===== src/rtl/brw_pkg.sv =====
package brw_pkg;

  typedef enum logic {
    KIND_COND   = 1'b0,
    KIND_UNCOND = 1'b1
  } xfer_kind_e;

  function automatic int idx_width(input int n);
    return (n > 1) ? $clog2(n) : 1;
  endfunction

endpackage


===== src/rtl/brw_slot_eval.sv =====
module brw_slot_eval #(
  parameter int SLOT_IDX = 0
) (
  input  logic vld_i,
  input  logic uncond_i,
  input  logic pred_i,
  output logic fire_o,
  output logic bad_o
);
  import brw_pkg::*;

  xfer_kind_e kind;
  assign kind = xfer_kind_e'(uncond_i);

  assign fire_o = vld_i & ((kind == KIND_UNCOND) | pred_i);

  generate
    if (SLOT_IDX == 0) begin : g_slot0
      assign bad_o = 1'b0;
    end else begin : g_upper
      // unconditional above slot zero is an encoding error
      assign bad_o = vld_i & (kind == KIND_UNCOND);
    end
  endgenerate

endmodule


===== src/rtl/brw_priority.sv =====
module brw_priority #(
  parameter int NUM_SLOTS = 4,
  parameter int ADDR_W    = 32,
  parameter int IDX_W     = 2
) (
  input  logic [NUM_SLOTS-1:0]        fire_i,
  input  logic [NUM_SLOTS*ADDR_W-1:0] tgt_i,
  output logic                        taken_o,
  output logic [IDX_W-1:0]            idx_o,
  output logic [ADDR_W-1:0]           tgt_o
);

  logic [NUM_SLOTS:0]   hit_above;
  logic [NUM_SLOTS-1:0] sel;

  assign hit_above[NUM_SLOTS] = 1'b0;

  // highest slot first: a slot is chosen only if nothing above fired
  generate
    for (genvar i = NUM_SLOTS - 1; i >= 0; i--) begin : g_chain
      assign hit_above[i] = hit_above[i+1] | fire_i[i];
      assign sel[i]       = fire_i[i] & ~hit_above[i+1];
    end
  endgenerate

  assign taken_o = hit_above[0];

  always_comb begin
    idx_o = '0;
    tgt_o = '0;
    for (int i = 0; i < NUM_SLOTS; i++) begin
      if (sel[i]) begin
        idx_o = IDX_W'(i);
        tgt_o = tgt_i[i*ADDR_W +: ADDR_W];
      end
    end
  end

endmodule


===== src/rtl/branch_winner.sv =====
module branch_winner #(
  parameter int NUM_SLOTS = 4,
  parameter int ADDR_W    = 32,
  localparam int IDX_W    = brw_pkg::idx_width(NUM_SLOTS)
) (
  input  logic                        clk_i,
  input  logic                        rst_ni,
  input  logic [NUM_SLOTS-1:0]        slot_vld_i,
  input  logic [NUM_SLOTS-1:0]        slot_uncond_i,
  input  logic [NUM_SLOTS-1:0]        slot_pred_i,
  input  logic [NUM_SLOTS*ADDR_W-1:0] slot_tgt_i,
  output logic                        taken_o,
  output logic [IDX_W-1:0]            win_slot_o,
  output logic [ADDR_W-1:0]           tgt_o,
  output logic                        illegal_o
);

  logic [NUM_SLOTS-1:0] fire;
  logic [NUM_SLOTS-1:0] bad;
  logic                 taken_d;
  logic [IDX_W-1:0]     idx_d;
  logic [ADDR_W-1:0]    tgt_d;

  generate
    for (genvar s = 0; s < NUM_SLOTS; s++) begin : g_slot
      brw_slot_eval #(.SLOT_IDX(s)) u_eval (
        .vld_i    (slot_vld_i[s]),
        .uncond_i (slot_uncond_i[s]),
        .pred_i   (slot_pred_i[s]),
        .fire_o   (fire[s]),
        .bad_o    (bad[s])
      );
    end
  endgenerate

  brw_priority #(
    .NUM_SLOTS (NUM_SLOTS),
    .ADDR_W    (ADDR_W),
    .IDX_W     (IDX_W)
  ) u_prio (
    .fire_i  (fire),
    .tgt_i   (slot_tgt_i),
    .taken_o (taken_d),
    .idx_o   (idx_d),
    .tgt_o   (tgt_d)
  );

  always_ff @(posedge clk_i or negedge rst_ni) begin
    if (!rst_ni) begin
      taken_o    <= 1'b0;
      win_slot_o <= '0;
      tgt_o      <= '0;
      illegal_o  <= 1'b0;
    end else begin
      taken_o    <= taken_d;
      win_slot_o <= idx_d;
      tgt_o      <= tgt_d;
      illegal_o  <= |bad;
    end
  end

  AST_RESET_CLEAR: assert property (@(posedge clk_i)
    !rst_ni |-> (!taken_o && !illegal_o)) else $error("reset");

  AST_IDLE_FALLTHRU: assert property (@(posedge clk_i) disable iff (!rst_ni)
    !taken_o |-> (win_slot_o == '0 && tgt_o == '0)) else $error("idle");

  AST_TOP_SLOT_WINS: assert property (@(posedge clk_i) disable iff (!rst_ni)
    (slot_vld_i[NUM_SLOTS-1] && (slot_uncond_i[NUM_SLOTS-1] || slot_pred_i[NUM_SLOTS-1]))
    |=> (taken_o && win_slot_o == IDX_W'(NUM_SLOTS-1))) else $error("top");

  AST_SLOT0_FALLBACK: assert property (@(posedge clk_i) disable iff (!rst_ni)
    (slot_vld_i == NUM_SLOTS'(1) && slot_uncond_i[0])
    |=> (taken_o && win_slot_o == '0 && tgt_o == $past(slot_tgt_i[ADDR_W-1:0])))
    else $error("fallback");

  AST_ILLEGAL_FLAG: assert property (@(posedge clk_i) disable iff (!rst_ni)
    (|((slot_vld_i & slot_uncond_i) >> 1)) |=> illegal_o) else $error("illegal");

  AST_NOTHING_VALID: assert property (@(posedge clk_i) disable iff (!rst_ni)
    (slot_vld_i == '0) |=> (!taken_o && !illegal_o)) else $error("none");

endmodule


===== config.mk =====
export PLATFORM = sky130hd
export DESIGN_NAME = branch_winner
export DESIGN_NICKNAME = d
export VERILOG_FILES = /design/src/rtl/brw_pkg.sv /design/src/rtl/brw_slot_eval.sv /design/src/rtl/brw_priority.sv /design/src/rtl/branch_winner.sv
export SDC_FILE = /design/constraint.sdc
export NUM_CORES = 1
export LEC_CHECK = 0
export BUFFER_PORTS_ARGS = -buffer_cell sky130_fd_sc_hd__buf_2
export CORE_MARGIN = 2
export CORE_UTILIZATION = 25
export CTS_CLUSTER_SIZE = 20
export DETAILED_ROUTE_END_ITERATION = 16
export GPL_ROUTABILITY_DRIVEN = 0
export SLEW_MARGIN = 20
export SYNTH_ARGS = -nofsm -noshare
export SYNTH_HDL_FRONTEND = slang
export SYNTH_SLANG_ARGS = --single-unit

===== constraint.sdc =====
create_clock -name clk_i -period 1 [get_ports clk_i]
set_input_delay 0.2 -clock clk_i [delete_from_list [all_inputs] [get_ports clk_i]]
set_output_delay 0.2 -clock clk_i [all_outputs]
set_load 0.02 [all_outputs]

# After elaboration in Yosys (flattened, before gate mapping)
# Cells that the tools add are included.
[word_totals]
reg_bits = 36
input_bits = 142
output_inout_bits = 36
wordCells = 32
[op_classes]
muxes = 7
n_bitwise = 20
n_reduce_logical = 1
[op_table]
columns = ["operator", "count"]
rows = [
  ["two-way mux 32 bit", 4],
  ["AND 1 bit", 10],
  ["bitwise OR 1 bit", 7],
  ["two-way mux 2 bit", 2],
  ["NOT 1 bit", 3],
  ["OR reduction 3 bit", 1],
  ["two-way mux 1 bit", 1],
]

# Logic depth before layout (Yosys ltp)
# Gate-level depths: netlist of the first run.
[logic_depth]
word_depth = 10
depth_mapped = 5
mapped_depth_nobuf = 3

# Hierarchy
# From an unflattened synthesis of the first run, not the netlist that was laid out.
[unflattened]
cells_unflattened = 202
area_unflattened_um2 = 1959.4
[by_module_without_submodules]
columns = ["mod", "instances", "cells_each", "area_per_inst_um2", "seq_area_each_um2"]
rows = [
  ["brw_priority", 1, 156, 991.0, 0.0],
  ["branch_winner", 1, 37, 908.4, 900.9],
  ["brw_slot_eval (g_slot[1].u_eval ...)", 3, 2, 13.8, 0.0],
  ["brw_slot_eval (g_slot[0].u_eval)", 1, 3, 18.8, 0.0],
]

# Least setup slack after synthesis of the first run
# No wires, ideal clock.
[synth_timing]
path_type = "in2reg"
startpoint = "in slot_pred_i[2]"
endpoint = "reg tgt_o[1]"
setup_ps = 78
arrival_ps = 1221
t_required_ps = 922
slack_ps = -298
stages = 5
path_buffers = 2
path_cell_list = "buf_2 > o21a_4 > nor4_4 > buf_6 > o2bb2ai_1"
[synth_between]
elab_chain_len = 10
elab_cells_between_ends = 13
cone_classes = "mux: 4; bitwise: 9"
[synth_lines]
columns = ["element", "line", "rtl"]
rows = [
  ["from (decl)", "branch_winner.sv:10", "input logic [NUM_SLOTS-1:0] slot_pred_i,"],
  ["bitwise OR 1 bit *", "brw_slot_eval.sv:15", "assign fire_o = vld_i & ((kind == KIND_UNCOND) | pred_i);"],
  ["AND 1 bit *", "brw_slot_eval.sv:15", ""],
  ["bitwise OR 1 bit (2 in series)", "brw_priority.sv:21", "assign hit_above[i] = hit_above[i+1] | fire_i[i];"],
  ["NOT 1 bit", "brw_priority.sv:22", "assign sel[i] = fire_i[i] & ~hit_above[i+1];"],
  ["AND 1 bit", "brw_priority.sv:22", ""],
  ["two-way mux 32 bit (2 in series)", "brw_priority.sv:32", "if (sel[i]) begin"],
  ["two-way mux 32 bit * (2 in series)", "brw_priority.sv:32", ""],
  ["via tgt_d[1]", "branch_winner.sv:22", "logic [ADDR_W-1:0] tgt_d;"],
  ["to (signal assigned)", "branch_winner.sv:57", "tgt_o <= tgt_d;"],
  ["to (decl)", "branch_winner.sv:14", "output logic [ADDR_W-1:0] tgt_o,"],
]
# Mark *: on every way through the listed nets, which the timed path passes. The rest lies on a longest branch.

# Worst setup path in the final report of the first run
[layout_timing]
startpoint = "in slot_uncond_i[2]"
endpoint = "reg tgt_o[6]"
[layout_between]
elab_chain_len = 10
elab_cells_between_ends = 13
cone_classes = "mux: 4; bitwise: 9"
[layout_lines]
columns = ["element", "line", "rtl"]
rows = [
  ["from (decl)", "branch_winner.sv:9", "input logic [NUM_SLOTS-1:0] slot_uncond_i,"],
  ["bitwise OR 1 bit *", "brw_slot_eval.sv:15", ""],
  ["AND 1 bit *", "brw_slot_eval.sv:15", ""],
  ["bitwise OR 1 bit (2 in series)", "brw_priority.sv:21", ""],
  ["NOT 1 bit", "brw_priority.sv:22", ""],
  ["AND 1 bit", "brw_priority.sv:22", ""],
  ["two-way mux 32 bit (2 in series)", "brw_priority.sv:32", ""],
  ["two-way mux 32 bit * (2 in series)", "brw_priority.sv:32", ""],
  ["via tgt_d[6]", "branch_winner.sv:22", ""],
]
# Marked as above.

==> summary.md, run 1 <==
| Metric | Value |
|---|---|
| Outcome | `finished, violations left` |
| Failing checks | `negative setup slack` |
| Compound-Gate Fraction of Synth Area | `between 40% and 50%` |
| Pwr/cell area | `1131 nW/um^2` |
| Final setup fails | `43` |
| DRC errors left | `0` |
| FP Rows | `33` |
| Initial DRC count | `56` |
| Global-route wire length before repair | `~13 mm` |
| Relative slew slack | `between 70% and 80%` |
| Area Overhead vs Synth | `86.79%` |
| Die Y | `between 90 and 100 microns` |
| Critical path data arrival time | `roughly 1.3 ns` |
| Synthesized flop and latch total | `36` |
| Die Width | `just under 100 microns` |
| Post-route ant nets | `0` |
| Total CTS buffers | `5` |
| Max-cap violations | `0` |
| Final min period | `1.058 ns` |
| Post-synthesis cell count | `approximately 210` |
| Achievable frequency | `~0.95 GHz` |
| CTS tree | `built` |
| NumNets Final | `roughly 540` |
| Yosys warnings | `0` |
| Fin crit share | `105.8%` |
| Final Core Density | `about half` |
| Critical Path RT | `roughly 1.2 ns` |
| Synth unique cells | `19` |
| Startpoint types | `input pin` |
| Share of layout cells above drive strength 1 | `roughly 62%` |
| Final setup margin | `-0.05802 ns` |
| Sequential area share after synthesis | `roughly two fifths` |
| Syn nets | `between 300 and 400` |
| Total grt overflow | `0` |
| Kind of critical path | `input pin to flip-flop` |
| CTS Root Cell | `clkbuf_8` |
| Adder-Cell Fraction of Synth Area | `0%` |
| GRT Util Overall | `17.48%` |
| Number of global-route vias before repair | `around 2,700` |
| WL per Instance | `17.00 microns` |
| Post-synthesis xor/xnor area fraction | `0%` |
| Clk buf depth | `2` |
| Initial Util | `about a quarter` |
| CP Capture Type | `flip-flop` |
| Sum Neg Setup Slack | `-0.7530 ns` |
| Largest family of logic cells by synthesized area | `compound AO/OA/AOI/OAI gates` |
| Least-Margin Pin Slew | `a little under 0.3 ns` |
| Initial antenna violation count | `0` |
| Crit Path Max Fanout | `14` |
| H-tree depth | `2` |
| Mapped Area | `roughly 2100 sq um` |
| Min-Delay Path Class | `input pin to flip-flop` |
| CTS Sinks | `36` |
| HPWL Detailed | `approximately 6.2 mm` |
| Die footprint | `just over 9000 sq um` |
| Synth Area in Simple Gates | `around 7.5%` |
| PortBufs | `~180` |
| Hold WS | `0.1146 ns` |
| Vias per cell | `a little over 5` |
| First-pass DRT Iterations | `4` |
| Core area | `between 8000 and 9000 sq um` |
| Num ports | `about 180` |
| RSZ-0062 raised after global routing | `true` |
| Leakage power | `2.070 nW` |
| WHS Path Cells | `2` |
| Largest net degree at the start of global routing | `37` |
| Post-Route WL | `approximately 8.6 mm` |
| Vias | `around 2,600` |
| Avg Inst Size Synth | `roughly 10 sq um` |
| # diodes | `0` |
| Mux cell area share after synthesis | `0%` |
| Clock slew at reported path FFs | `approximately 0.08 ns` |
| Final Slew Violations | `0` |
| VDD IR max | `around 0.53 mV` |
| Final-report hold violation count | `0` |
## worst paths after layout
check                                  from             endpoint  slack (ns)
min in group asynchronous            rst_ni  illegal_o$_DFF_PN0_        0.41
max in group asynchronous            rst_ni  tgt_o[12]$_DFF_PN0_        0.40
max                        slot_uncond_i[2]   tgt_o[6]$_DFF_PN0_       -0.06
min                          slot_tgt_i[16]  tgt_o[16]$_DFF_PN0_        0.11
## routing by layer
| metal | vias up | wire (microns) | global-route usage (%) |
|---|---|---|---|
| li1 | 1222 | - | - |
| met1 | 1224 | 3540 | 21.82 |
| met2 | 121 | 4330 | 30.07 |
| met3 | 14 | 584 | 4.552 |
| met4 | 0 | 144 | 4.334 |
| met5 | - | 0 | 0 |
## synth_stat cells (all sizes together)
cell	instances	area (sq um)
o21a	3	30.02
o21ai	3	18.76
o2bb2ai	32	280.3
dfrtp	36	900.9
clkbuf	19	71.32
buf	10	72.57
o211a	32	320.3
nand2	4	15.01
nor3	1	5.000
inv	1	3.750
nor4	1	21.27
a311oi	32	280.3
a222oi	1	10.01
nor2	32	120.1
## flip-flops by register name, indices dropped and copies added, names as in the netlist
| register | flops |
|---|---|
| tgt_o | 32 |
| illegal_o | 1 |
| win_slot_o | 2 |
| taken_o | 1 |
## stage by stage
| step | worst slack (ns) | instance area, sq um | power (mW) | cells |
|---|---|---|---|---|
| global placement | -0.3823 | 3337 | 3.017 | 489 |
| detailed placement | -0.4113 | 3337 | 3.045 | 489 |
| global route | -0.1026 | 4015 | 4.798 | 506 |
| finish | -0.05802 | 4015 | 4.541 | 506 |
| CTS | -0.08526 | 3796 | 4.483 | 504 |
| floorplan | -0.2537 | 2168 | 2.362 | 207 |
## placed cells by master, fill, tap and decap left out, types with 2 or more instances in the layout
| cell type | n |
|---|---|
| o2bb2ai_2 | 8 |
| o211a_1 | 32 |
| nand2_1 | 4 |
| nor2_1 | 32 |
| a311oi_2 | 8 |
| clkbuf_8 | 6 |
| a311oi_4 | 3 |
| a311oi_1 | 21 |
| buf_12 | 10 |
| o2bb2ai_1 | 23 |
| o21ai_2 | 2 |
| clkinv_2 | 2 |
| dfrtp_1 | 36 |
| buf_8 | 2 |
| buf_6 | 43 |
| buf_4 | 20 |
| o21a_4 | 3 |
| buf_2 | 138 |
## where the power goes
group          total, mW  internal [mW]  switching, mW  leakage (nW)
Sequential          1.69           1.62         0.0783         0.421
Clock               1.11          0.551          0.555        0.0510
Combinational       1.74          0.916          0.824          1.60
## logic make-up (layout without fill, tap and decap cells)
| group | count (synthesis) | count (layout) |
|---|---|---|
| flops | 36 | 36 |
| compound gates | 103 | 103 |
| simple gates | 38 | 38 |
| buf+inv | 30 | 224 |
## worst max-delay path, stage by stage
cell and delay, ns:
buf_8 0.11, buf_12 0.13, o21a_4 0.23, nor4_4 0.15
buf_6 0.17, buf_12 0.14, o2bb2ai_1 0.13
## area by class of cell
class / count / area, sq um
multi-input combinational: 141 / 1296
sequential: 36 / 900.9
clock inverter: 2 / 10.01
clock buffer: 6 / 82.58
timing repair buffer: 215 / 1590
inverter: 1 / 3.754
tap: 105 / 131.4
fill: 788 / 4243
## timing repair
action | 4_1_cts | 5_1_grt
resized for setup | 83 | 35
gates cloned | 1 | 1
hold buffers | 1 | 0
endpoints found under the hold margin | 36 | 0
endpoints found under the setup margin | 65 | 68
pin swaps | 1 | 4
setup buffers | 5 | 1
Note: power is estimated with default switching activity, not from simulation.
==> run 2, diff against run 1 <==
--- a/config.mk
+++ b/config.mk
@@ -6,11 +6,15 @@
 export NUM_CORES = 1
 export LEC_CHECK = 0
 export BUFFER_PORTS_ARGS = -buffer_cell sky130_fd_sc_hd__buf_2
+export CELL_PAD_IN_SITES_DETAIL_PLACEMENT = 1
+export CELL_PAD_IN_SITES_GLOBAL_PLACEMENT = 1
+export CORE_ASPECT_RATIO = 0.8
 export CORE_MARGIN = 2
 export CORE_UTILIZATION = 25
 export CTS_CLUSTER_SIZE = 20
 export DETAILED_ROUTE_END_ITERATION = 16
 export GPL_ROUTABILITY_DRIVEN = 0
+export PLACE_DENSITY_LB_ADDON = 0.1
 export SLEW_MARGIN = 20
 export SYNTH_ARGS = -nofsm -noshare
 export SYNTH_HDL_FRONTEND = slang
==> run 2 against run 1 <==
The flow still finishes with violations (negative setup slack). Final area is 0.25% lower. Count of clock-buffer cells in the layout is 2 higher. Flip-flop and latch count stayed put. Critical endpoint is now tgt_o[7]$_DFF_PN0_. Worst setup slack worse by 0.0035 ns. Sequential power hardly changed. Routed wire length is 8.4% higher. Global-route usage is 2.3 points higher. Highest routed layer unchanged. Sequential share of layout area is 0.056 points higher. Largest power group unchanged.
==> summary.md, run 2 (synthesized netlist as in run 1, its figures left out) <==
| Metric | Value |
|---|---|
| Outcome | `finished, violations left (unchanged)` |
| Failing checks | `negative setup slack (unchanged)` |
| Startpoint types | `input pin (unchanged)` |
| Initial DRC count | `70 (was 56)` |
| Final Core Density | `47.63% (was 48.62%)` |
| CTS Root Cell | `clkbuf_8 (unchanged)` |
| WL per Instance | `18.31 microns (was 17.00 microns)` |
| Relative slew slack | `78.19% (was 79.99%)` |
| Post-route ant nets | `0 (unchanged)` |
| Vias per cell | `5.035 (was 5.101)` |
| Total grt overflow | `0 (unchanged)` |
| Largest register FFs | `32 (unchanged)` |
| Clock slew at reported path FFs | `0.07 ns (was 0.08 ns)` |
| PortBufs | `177 (unchanged)` |
| Commonest non-fill, non-tap cell in the layout | `buf_2 (unchanged)` |
| Total CTS buffers | `5 (unchanged)` |
| GRT Util Overall | `19.82% (was 17.48%)` |
| Least-Margin Pin Slew | `0.3249 ns (was 0.2981 ns)` |
| FP Rows | `30 (was 33)` |
| CTS Sinks | `36 (unchanged)` |
| VDD IR max | `0.4903 mV (was 0.5283 mV)` |
| HPWL Detailed | `6.772 mm (was 6.217 mm)` |
| DRC errors left | `0 (unchanged)` |
| Leakage power | `2.045 nW (was 2.070 nW)` |
| Post-Layout Cell Count | `509 (was 506)` |
| Largest net degree at the start of global routing | `37 (unchanged)` |
| Share of layout cells above drive strength 1 | `62.72% (was 62.09%)` |
| RSZ-0062 raised after global routing | `true (unchanged)` |
| CTS tree | `built (unchanged)` |
| Worst path max stage delay | `0.31 ns (was 0.23 ns)` |
| Tot Pwr | `4.561 mW (was 4.541 mW)` |
| Most frequent cells in the layout | `buf_2, buf_6, dfrtp_1 (unchanged)` |
| Number of global-route vias before repair | `2,860 (was 2,690)` |
| Sum Neg Setup Slack | `-1.178 ns (was -0.7530 ns)` |
| Initial antenna violation count | `0 (unchanged)` |
| Fillcell total | `954 (was 788)` |
| Crit path top cell by count | `buf_12 (unchanged)` |
| Critical Path RT | `1.16 ns (was 1.20 ns)` |
| Die Width | `107.7 microns (was 96.73 microns)` |
| Largest Register | `tgt_o (unchanged)` |
| NumNets Final | `538 (was 542)` |
| Achievable frequency | `0.9421 GHz (was 0.9452 GHz)` |
| Initial Util | `25.57% (was 26.03%)` |
| Area Overhead vs Synth | `86.32% (was 86.79%)` |
| Crit-path slowest cell | `a311oi_1 (was o21a_4)` |
| Pwr/cell area | `1139 nW/um^2 (was 1131 nW/um^2)` |
| Fin crit share | `106.2% (was 105.8%)` |
| Core area | `8408 sq um (was 8258 sq um)` |
| Min-Delay Path Class | `input pin to flip-flop (unchanged)` |
| Crit Path Max Fanout | `7 (was 14)` |
| Final setup margin | `-0.06150 ns (was -0.05802 ns)` |
| Worst-path cell chain | `buf_6 > buf_12 > buf_12 > o211a_1 > a311oi_1 > o2bb2ai_1 (was buf_8 > buf_12 > o21a_4 > nor4_4 > buf_6 > buf_12 > o2bb2ai_1)` |
| Clk buf depth | `2 (unchanged)` |
| Critical path data arrival time | `1.22 ns (was 1.26 ns)` |
| Die Y | `86.94 microns (was 96.73 microns)` |
| Max-cap violations | `0 (unchanged)` |
| Global-route wire length before repair | `14.48 mm (was 13.32 mm)` |
| H-tree depth | `2 (unchanged)` |
| # diodes | `0 (unchanged)` |
| Placed Instances | `493 (was 489)` |
| Final Slew Violations | `0 (unchanged)` |
| Kind of critical path | `input pin to flip-flop (unchanged)` |
| Post-Route WL | `9.322 mm (was 8.600 mm)` |
| First-pass DRT Iterations | `4 (unchanged)` |
| Biggest regs | `tgt_o (32), win_slot_o (2) (unchanged)` |
| Final-report hold violation count | `0 (unchanged)` |
| Hold WS | `0.1155 ns (was 0.1146 ns)` |
| CP Capture Type | `flip-flop (unchanged)` |
| Vias | `2,563 (was 2,581)` |
| Final min period | `1.062 ns (was 1.058 ns)` |
| Die footprint | `9360 sq um (was 9356 sq um)` |
| Num ports | `178 (unchanged)` |
| Final setup fails | `47 (was 43)` |
## run 2: cell count changes in the layout (fill, tap and decap cells not counted), sizes merged
cell,previous run,this run
buf,213,209
bufbuf,0,1
clkbuf,7,8
clkinv,2,0
## run 2: critical path, delay by kind of cell
| family | cells | cell delay, ns |
|---|---|---|
| buffers and inverters | 3 | 0.35 |
| AO/OA/AOI/OAI | 3 | 0.66 |
## run 2: power by group
group          switching, mW  internal, mW
Combinational          0.838         0.908
Clock                  0.554         0.564
Sequential            0.0814          1.62
Total                   1.47          3.09
## run 2: layer usage
layer  share of wire, %  global-route usage, %  routed length [microns]  vias up
met5                  0                      0                        0        -
met4                1.8                  5.711                      164        0
met3                8.1                  5.834                      751       14
met2                 46                  32.53                     4334      109
met1                 44                  25.44                     4072     1233
li1                   -                      -                        -     1207
## run 2: cell type report
class / count / area, sq um / share of cell area (%)
inverter: 1 / 3.754 / 0.09372
timing repair buffer: 211 / 1523 / 38.02
tap: 112 / 140.1 / 3.499
sequential: 36 / 900.9 / 22.49
clock buffer: 8 / 90.09 / 2.249
multi-input combinational: 141 / 1348 / 33.65
## run 2: through the flow
step	cell area, sq um	worst slack [ns]
2_1_floorplan	2168	-0.2537
3_3_place_gp	3273	-0.4312
3_5_place_dp	3273	-0.4265
4_1_cts	3887	-0.02873
5_1_grt	4005	-0.09490
6_report	4005	-0.06150
## run 2: what timing repair did
action,CTS,global route
hold buffers,1,0
endpoints found under the hold margin,36,0
gates cloned,2,0
setup endpoints to repair,68,68
setup buffers,5,0
gates resized for setup,110,16
pin swaps,7,5
## run 2: final timing paths
kind | start | to | slack (ns) | depth (start not counted)
max | slot_uncond_i[2] | tgt_o[7]$_DFF_PN0_ | -0.06 | 6
min in group asynchronous | rst_ni | tgt_o[6]$_DFF_PN0_ | 0.41 | 3
max in group asynchronous | rst_ni | win_slot_o[0]$_DFF_PN0_ | 0.39 | 3
min | slot_tgt_i[0] | tgt_o[0]$_DFF_PN0_ | 0.12 | 2
